==> config.mk <==
export PLATFORM = sky130hd
export DESIGN_NAME = loc_arbiter
export DESIGN_NICKNAME = d
export VERILOG_FILES = /design/src/rtl/loc_arb_pkg.sv /design/src/rtl/loc_flag_slice.sv /design/src/rtl/loc_prio_pick.sv /design/src/rtl/loc_handover_ctl.sv /design/src/rtl/loc_arbiter.sv
export SDC_FILE = /design/constraint.sdc
export NUM_CORES = 1
export LEC_CHECK = 0
export CORE_MARGIN = 1.5
export CORE_UTILIZATION = 59
export CTS_CLUSTER_DIAMETER = 150
export CTS_CLUSTER_SIZE = 28
export DETAILED_ROUTE_END_ITERATION = 6
export DONT_BUFFER_PORTS = 1
export PLACE_DENSITY = 0.89
export SLEW_MARGIN = 30
export SYNTH_ARGS = -nofsm -noshare
export SYNTH_HDL_FRONTEND = slang
export SYNTH_HIERARCHICAL = 1
export SYNTH_SLANG_ARGS = --single-unit
==> constraint.sdc <==
create_clock -name clk_i -period 3.34 [get_ports clk_i]
set_input_delay 0.668 -clock clk_i [delete_from_list [all_inputs] [get_ports clk_i]]
set_output_delay 0.668 -clock clk_i [all_outputs]
set_load 0.02 [all_outputs]
==> src/rtl/loc_arb_pkg.sv <==
package loc_arb_pkg;
  localparam int unsigned ID_W = 8;
  localparam logic [ID_W-1:0] LOC_NONE = 8'hFF;

  localparam int unsigned B_VALID  = 7;
  localparam int unsigned B_ACT    = 5;
  localparam int unsigned B_SEIZED = 4;
  localparam int unsigned B_SEIZE  = 3;
  localparam int unsigned B_PEND   = 2;
  localparam int unsigned B_REQ    = 1;
  localparam int unsigned B_EST    = 0;

  typedef struct packed {
    logic req;
    logic seize;
    logic seized;
  } loc_flags_t;

  typedef struct packed {
    logic set_req;
    logic clr_req;
    logic set_seize;
    logic clr_seize;
    logic set_seized;
    logic clr_seized;
  } flag_cmd_t;
endpackage

==> src/rtl/loc_flag_slice.sv <==
module loc_flag_slice
  import loc_arb_pkg::*;
(
  input  logic       clk_i,
  input  logic       rst_ni,
  input  flag_cmd_t  cmd_i,
  output loc_flags_t flags_o
);
  loc_flags_t q;

  // clear wins over set on each flag
  always_ff @(posedge clk_i or negedge rst_ni) begin
    if (!rst_ni) begin
      q <= '0;
    end else begin
      if (cmd_i.clr_req)         q.req <= 1'b0;
      else if (cmd_i.set_req)    q.req <= 1'b1;
      if (cmd_i.clr_seize)       q.seize <= 1'b0;
      else if (cmd_i.set_seize)  q.seize <= 1'b1;
      if (cmd_i.clr_seized)      q.seized <= 1'b0;
      else if (cmd_i.set_seized) q.seized <= 1'b1;
    end
  end

  assign flags_o = q;

  a_r11_seized_clear: assert property (@(posedge clk_i) disable iff (!rst_ni)
    cmd_i.clr_seized |=> !flags_o.seized);
endmodule

==> src/rtl/loc_prio_pick.sv <==
module loc_prio_pick #(
  parameter int unsigned N   = 5,
  localparam int unsigned IW = (N > 1) ? $clog2(N) : 1
) (
  input  logic [N-1:0]  req_i,
  output logic          valid_o,
  output logic [IW-1:0] idx_o
);
  // ascending scan, last hit wins -> highest number
  always_comb begin
    valid_o = 1'b0;
    idx_o   = '0;
    for (int i = 0; i < N; i++) begin
      if (req_i[i]) begin
        valid_o = 1'b1;
        idx_o   = IW'(i);
      end
    end
  end
endmodule

==> src/rtl/loc_handover_ctl.sv <==
module loc_handover_ctl
  import loc_arb_pkg::*;
#(
  parameter int unsigned N = 5
) (
  input  logic            clk_i,
  input  logic            rst_ni,
  input  logic            start_i,
  input  logic [ID_W-1:0] start_tgt_i,
  input  logic            commit_i,
  input  logic [ID_W-1:0] commit_tgt_i,
  output logic [ID_W-1:0] active_o,
  output logic [ID_W-1:0] next_o,
  output logic [ID_W-1:0] abort_o,
  output logic            pending_o
);
  logic [ID_W-1:0] active_q, next_q, abort_q;

  always_ff @(posedge clk_i or negedge rst_ni) begin
    if (!rst_ni) begin
      active_q <= LOC_NONE;
      next_q   <= LOC_NONE;
      abort_q  <= LOC_NONE;
    end else if (commit_i) begin
      active_q <= commit_tgt_i;
      next_q   <= LOC_NONE;
      abort_q  <= LOC_NONE;
    end else if (start_i) begin
      next_q  <= start_tgt_i;
      abort_q <= active_q;
    end
  end

  assign active_o  = active_q;
  assign next_o    = next_q;
  assign abort_o   = abort_q;
  assign pending_o = (next_q != LOC_NONE);

  a_r6_pending_has_owner: assert property (@(posedge clk_i) disable iff (!rst_ni)
    pending_o |-> (active_q < ID_W'(N)) && (abort_q == active_q));
  a_r13_next_holds: assert property (@(posedge clk_i) disable iff (!rst_ni)
    (pending_o && !start_i && !commit_i) |=> $stable(next_q));
  a_r1_ids_in_range: assert property (@(posedge clk_i) disable iff (!rst_ni)
    (active_q < ID_W'(N)) || (active_q == LOC_NONE));
endmodule

==> src/rtl/loc_arbiter.sv <==
module loc_arbiter
  import loc_arb_pkg::*;
#(
  parameter int unsigned NUM_LOC = 5,
  parameter int unsigned HW_LOC  = 4,
  parameter int unsigned ADDR_W  = 15,
  parameter int unsigned LOC_LSB = 12,
  parameter int unsigned LOC_FW  = 3
) (
  input  logic              clk_i,
  input  logic              rst_ni,
  input  logic              wr_en_i,
  input  logic [ADDR_W-1:0] addr_i,
  input  logic [7:0]        wdata_i,
  input  logic              est_i,
  input  logic              abort_done_i,
  output logic [7:0]        rdata_o,
  output logic [ID_W-1:0]   active_loc_o,
  output logic [ID_W-1:0]   next_loc_o,
  output logic [ID_W-1:0]   abort_loc_o,
  output logic              abort_req_o,
  output logic              loc_chg_o
);
  localparam int unsigned IW = (NUM_LOC > 1) ? $clog2(NUM_LOC) : 1;

  logic [LOC_FW-1:0] loc_f;
  logic [ID_W-1:0]   loc_id, active, next_id, abort_id;
  logic              pending, loc_ok, act_valid, is_owner, wr_ok;
  logic              w_seize, w_act, w_req, w_clrbs, seize_ok, higher_seize;
  logic [NUM_LOC-1:0] req_vec, seize_vec;
  logic              pick_v;
  logic [IW-1:0]     pick_idx;
  logic              start, commit, chg_d, chg_q, tgt_seize;
  logic [ID_W-1:0]   start_tgt, commit_tgt;
  flag_cmd_t         cmd   [NUM_LOC];
  loc_flags_t        flags [NUM_LOC];

  assign loc_f     = addr_i[LOC_LSB +: LOC_FW];
  assign loc_id    = ID_W'(loc_f);
  assign loc_ok    = loc_id < ID_W'(NUM_LOC);
  assign act_valid = active < ID_W'(NUM_LOC);
  assign is_owner  = act_valid && (active == loc_id);
  assign wr_ok     = wr_en_i && loc_ok && (loc_id != ID_W'(HW_LOC));

  // a seize write drops the request and release bits
  assign w_seize = wdata_i[B_SEIZE];
  assign w_act   = wdata_i[B_ACT] & ~w_seize;
  assign w_req   = wdata_i[B_REQ] & ~w_seize;
  assign w_clrbs = wdata_i[B_SEIZED];

  for (genvar g = 0; g < NUM_LOC; g++) begin : g_loc
    loc_flag_slice u_slice (
      .clk_i  (clk_i),
      .rst_ni (rst_ni),
      .cmd_i  (cmd[g]),
      .flags_o(flags[g])
    );
    assign req_vec[g]   = flags[g].req;
    assign seize_vec[g] = flags[g].seize;
  end

  loc_prio_pick #(.N(NUM_LOC)) u_pick (
    .req_i  (req_vec),
    .valid_o(pick_v),
    .idx_o  (pick_idx)
  );

  loc_handover_ctl #(.N(NUM_LOC)) u_hand (
    .clk_i       (clk_i),
    .rst_ni      (rst_ni),
    .start_i     (start),
    .start_tgt_i (start_tgt),
    .commit_i    (commit),
    .commit_tgt_i(commit_tgt),
    .active_o    (active),
    .next_o      (next_id),
    .abort_o     (abort_id),
    .pending_o   (pending)
  );

  always_comb begin
    higher_seize = 1'b0;
    for (int l = 0; l < NUM_LOC; l++) begin
      if (ID_W'(l) > loc_id && seize_vec[l]) higher_seize = 1'b1;
    end
  end

  always_comb begin
    seize_ok = 1'b0;
    if (wr_ok && w_seize && (!act_valid || loc_id > active)) begin
      seize_ok = !higher_seize;
      for (int l = 0; l < NUM_LOC; l++) begin
        if (ID_W'(l) == loc_id && seize_vec[l]) seize_ok = 1'b0;
      end
    end
  end

  always_comb begin
    for (int l = 0; l < NUM_LOC; l++) cmd[l] = '0;
    start      = 1'b0;
    start_tgt  = LOC_NONE;
    commit     = 1'b0;
    commit_tgt = LOC_NONE;
    tgt_seize  = 1'b0;
    chg_d      = 1'b0;

    if (wr_ok) begin
      if (w_act) begin
        if (is_owner) begin
          if (!pending) begin
            if (pick_v) begin
              start     = 1'b1;
              start_tgt = ID_W'(pick_idx);
            end else begin
              commit     = 1'b1;
              commit_tgt = LOC_NONE;
            end
          end
        end else begin
          for (int l = 0; l < NUM_LOC; l++)
            if (ID_W'(l) == loc_id) cmd[l].clr_req = 1'b1;
        end
      end
      if (w_clrbs) begin
        for (int l = 0; l < NUM_LOC; l++)
          if (ID_W'(l) == loc_id) cmd[l].clr_seized = 1'b1;
      end
      if (seize_ok) begin
        for (int l = 0; l < NUM_LOC; l++) begin
          if (ID_W'(l) < loc_id)  cmd[l].clr_seize = 1'b1;
          if (ID_W'(l) == loc_id) cmd[l].set_seize = 1'b1;
        end
        if (act_valid) begin
          start     = 1'b1;
          start_tgt = loc_id;
        end else begin
          commit     = 1'b1;
          commit_tgt = loc_id;
        end
      end
      if (w_req && !is_owner) begin
        if (act_valid) begin
          for (int l = 0; l < NUM_LOC; l++) begin
            if (ID_W'(l) == loc_id) begin
              cmd[l].set_req = 1'b1;
              cmd[l].clr_req = 1'b0;
            end
          end
        end else begin
          commit     = 1'b1;
          commit_tgt = loc_id;
        end
      end
    end

    if (pending && abort_done_i) begin
      start      = 1'b0;
      commit     = 1'b1;
      commit_tgt = next_id;
    end

    // ownership move: update old and new owner flags
    if (commit && commit_tgt != active) begin
      if (act_valid) begin
        for (int l = 0; l < NUM_LOC; l++)
          if (ID_W'(l) == commit_tgt && seize_vec[l]) tgt_seize = 1'b1;
        for (int l = 0; l < NUM_LOC; l++) begin
          if (ID_W'(l) == active) begin
            if (tgt_seize) cmd[l].set_seized = 1'b1;
            else           cmd[l].clr_req    = 1'b1;
          end
        end
      end
      chg_d = commit_tgt < ID_W'(NUM_LOC);
    end
    if (commit) begin
      for (int l = 0; l < NUM_LOC; l++) begin
        if (ID_W'(l) == commit_tgt) begin
          cmd[l].clr_req   = 1'b1;
          cmd[l].set_req   = 1'b0;
          cmd[l].clr_seize = 1'b1;
        end
      end
    end
  end

  always_ff @(posedge clk_i or negedge rst_ni) begin
    if (!rst_ni) chg_q <= 1'b0;
    else         chg_q <= chg_d;
  end

  always_comb begin
    rdata_o = 8'hFF;
    if (loc_ok) begin
      rdata_o = '0;
      rdata_o[B_VALID] = 1'b1;
      rdata_o[B_ACT]   = is_owner;
      rdata_o[B_EST]   = ~est_i;
      for (int l = 0; l < NUM_LOC; l++) begin
        if (ID_W'(l) == loc_id) begin
          rdata_o[B_SEIZED] = flags[l].seized;
          rdata_o[B_REQ]    = flags[l].req;
        end else if (flags[l].req) begin
          rdata_o[B_PEND] = 1'b1;
        end
      end
    end
  end

  assign active_loc_o = active;
  assign next_loc_o   = next_id;
  assign abort_loc_o  = abort_id;
  assign abort_req_o  = pending;
  assign loc_chg_o    = chg_q;

  a_r12_hw_loc_no_effect: assert property (@(posedge clk_i) disable iff (!rst_ni)
    (wr_en_i && loc_id == ID_W'(HW_LOC) && !abort_done_i) |=> $stable(active_loc_o));
  a_r14_chg_has_owner: assert property (@(posedge clk_i) disable iff (!rst_ni)
    loc_chg_o |-> (active_loc_o < ID_W'(NUM_LOC)));
  a_r14_chg_on_move: assert property (@(posedge clk_i) disable iff (!rst_ni)
    loc_chg_o |-> (active_loc_o != $past(active_loc_o)));
  a_r9_owner_no_req: assert property (@(posedge clk_i) disable iff (!rst_ni)
    act_valid |-> !(req_vec[active[IW-1:0]]));
  a_r6_done_commits: assert property (@(posedge clk_i) disable iff (!rst_ni)
    (abort_req_o && abort_done_i) |=> (active_loc_o == $past(next_loc_o)) && !abort_req_o);
endmodule

==> results.ini <==
[worst_setup_path]
required_ps=3570
ff2ff_setup_slack_ps=60
arrival_ps=3520
start_kind=flip-flop
cp_slowest_cell=dfstp_2
critPathMostFrequentCell=buf_4
path_max_fanout=7
reg2reg_from=u_hand/next_o[6]
r2r-end=g_loc[3].u_slice/flags_o[2]
r2r_cells=12
critPathKind=flip-flop to flip-flop
worstSetupEndpointType=flip-flop
crit_chain=nand4_1 > or2_2 > nand2_2 > buf_4 > nor2_1 > a221oi_2 > o2111ai_1 > nor4_4 > nor4b_2 > buf_4 > a311o_1 > o21ba_1
max_stage_delay_ps=670

[final_layout]
fin_nets=373
synthToLayoutAreaGrowth_pct=10.3
fillCellCount=354
finalInstanceArea_sq_mm=0.00316
antenna_cells=0
drive_above_1_share_pct=25.4

[timing]
slew_headroom_pct=57.2
fmax_ghz=0.305
worstMarginPinSlew_ps=636
hold_viol=0
fin_skew_ps=5.07
period_minus_slack_ps=3280
period_share_pct=98.2
finalWorstSetupSlack_ps=59.3
finalMaxSlewViolations=0
setup_viol=0

[detailed_routing]
dr.pass1.iters=5
drt_iter0_markers=376
vias_per_cell=6.75
antenna_left=0
drc=0
via_count=2681
routed_wl_mm=7.35
routedWlPerCell_microns=18.5

[synthesis]
synth_top_flop_cell=dfstp_2
async_flop_share_pct=100
netlist.area_leader.share_pct=22.0
synth_edf_count=0
yosysSeqAreaShare_pct=36.0
synth_area_sq_mm=0.00287
synthTopCellsByArea=dfstp_2 22%, dfrtp_1 14%, nor2_1 6.3%, o21ba_1 5.2%, a211o_1 4.9%
synth-seq-cells=40
syn_area_per_cell_sq_um=8.82
yosys-top-cells-count=48 x nor2_1, 24 x dfstp_2, 21 x nor2b_1, 19 x nand2_1
syn_inst=325
yosys.cell_count.top_type=nor2_1
yosysTopAreaCell=dfstp_2
ys_warn_count=6
ys_types=59

[clock_network]
h-tree-depth=2
clk_root_buffer_cell=clkbuf_8
numCtsBuffers=5
cts.sinks=40
cts_tree=built
clock_latency_ps=300
clockBufferDepth=2
clk_pin_slew_ps=80

[placement]
place_congestion=1.01
port_buffers=0
hpwlAfterDp_mm=5.17
placed_area_sq_mm=0.00303
place_ws_ps=70.2

[power_and_ir_drop]
ir_drop_mv=0.171
p_leak_nw=1.28
power.density_mw_per_mm2=371

[run_status]
status=complete, no violations

[global_route]
grt_pass1_vias=2452
grt_max_degree=41
grt_pass1_wl_mm=11.8
grt_antenna_before_repair=0
grt-ovfl-total=0
track_usage_pct=28.9

[floorplan]
floorplan.rows=25
core_area_sq_mm=0.00469
dieHeight_microns=72.7
io_pins=62
dieWidth_microns=72.7
start_util_pct=61.1
dieArea_sq_mm=0.00529

[worst_hold_path]
hold_path.class=primary input to asynchronous set/reset pin

[job]
max_cap_viol_count=0

## worst max path at each step
stage,startpoint,slack (ps),cells after the start,endpoint
final,u_hand/next_o[6],60,12,g_loc[3].u_slice/flags_o[2]
after global routing,u_hand/next_o[7],-20,12,g_loc[3].u_slice/flags_o[2]
after CTS,u_hand/next_o[7],50,12,g_loc[3].u_slice/flags_o[2]
after detailed placement,addr_i[12],70,12,g_loc[4].u_slice/flags_o[2]
after global placement,u_hand/next_o[7],140,12,g_loc[3].u_slice/flags_o[2]
after floorplan,addr_i[12],10,13,g_loc[3].u_slice/flags_o[2]
## metal layers
layer / part of all wire [%] / track usage, % / wire length, microns / vias up
met5: 0 / 0 / 0 / -
met4: 2.7 / 10.5 / 200 / 0
met3: 10 / 9.39 / 746 / 23
met2: 46 / 44.6 / 3400 / 168
met1: 41 / 38.1 / 3000 / 1283
li1: - / - / - / 1207
## power breakdown
part | leakage [nW] | internal [W] | switching, W
registers | 0.465 | 0.000520 | 0.0000463
clock network | 0.0510 | 0.000165 | 0.000168
logic | 0.765 | 0.000122 | 0.000154
## final cells by class
class	instances	area, sq um	area share, %
Multi-Input combinational cell	255	1720	54.3
Sequential cell	40	1030	32.6
Timing Repair Buffer	28	210	6.65
Clock buffer	6	82.6	2.61
Tap cell	54	67.6	2.14
Inverter	12	45.0	1.42
Clock inverter	2	10.0	0.317
## placed cells by master, fill, tap and decap left out, types with 5 or more instances in the layout
master and n:
o21ba_1 15, clkbuf_8 6, o22ai_1 7, nand2b_1 7, nor2_1 47, nand2_1 18
buf_4 28, and2_1 5, nor2b_1 21, mux2_2 8, o21ai_0 6, dfstp_2 24
dfrtp_1 16, nor3_1 12, nand4_1 5, a211o_1 16, nand3_1 5, inv_1 12
a21oi_1 11
## metrics by stage
stage | setup TNS [ps] | utilization, % | hold WS, ps | power [W] | std cells
after detailed placement | 0 | 64.5 | 373 | 0.000825 | 387
after floorplan | 0 | - | 372 | 0.000754 | 327
after global placement | 0 | 64.5 | 373 | 0.000815 | 387
final | 0 | 67.4 | 59.3 | 0.00117 | 397
after CTS | 0 | 66.5 | 50.5 | 0.00116 | 395
after global routing | -15.6 | 67.4 | 42.2 | 0.00122 | 397
## critical path: cells and delay by family (launching register included)
kind / cells / cell delay, ps
AO/OA/AOI/OAI: 4 / 1080
buffers and inverters: 2 / 330
flip-flops: 1 / 670
AND/OR/NAND/NOR: 6 / 1140
## cell families after synthesis
group / after synthesis / share of synthesized area [%]
other: 2 / 0.262
buffers and inverters: 32 / 5.98
xor gates and xnor gates: 3 / 0.917
DFF: 40 / 36.0
adders and majority gates: 3 / 1.31
muxes: 13 / 5.33
AOI/OAI and AO/OA: 91 / 24.7
and+or+nand+nor: 141 / 25.5
## registers in the layout (all words and copies together) (netlist names)
name and count:
g_loc.u_slice/flags_o 15, loc_chg_o 1, u_hand/abort_o 8, u_hand/active_o 8, u_hand/next_o 8
## what timing repair did
| item | in CTS | in global routing |
|---|---|---|
| hold buffers | 0 | 0 |
| setup buffers | 0 | 2 |
| gates resized for setup | 0 | 7 |
| endpoints found under the setup margin | 0 | 9 |
(Power assumes the default switching activity.)
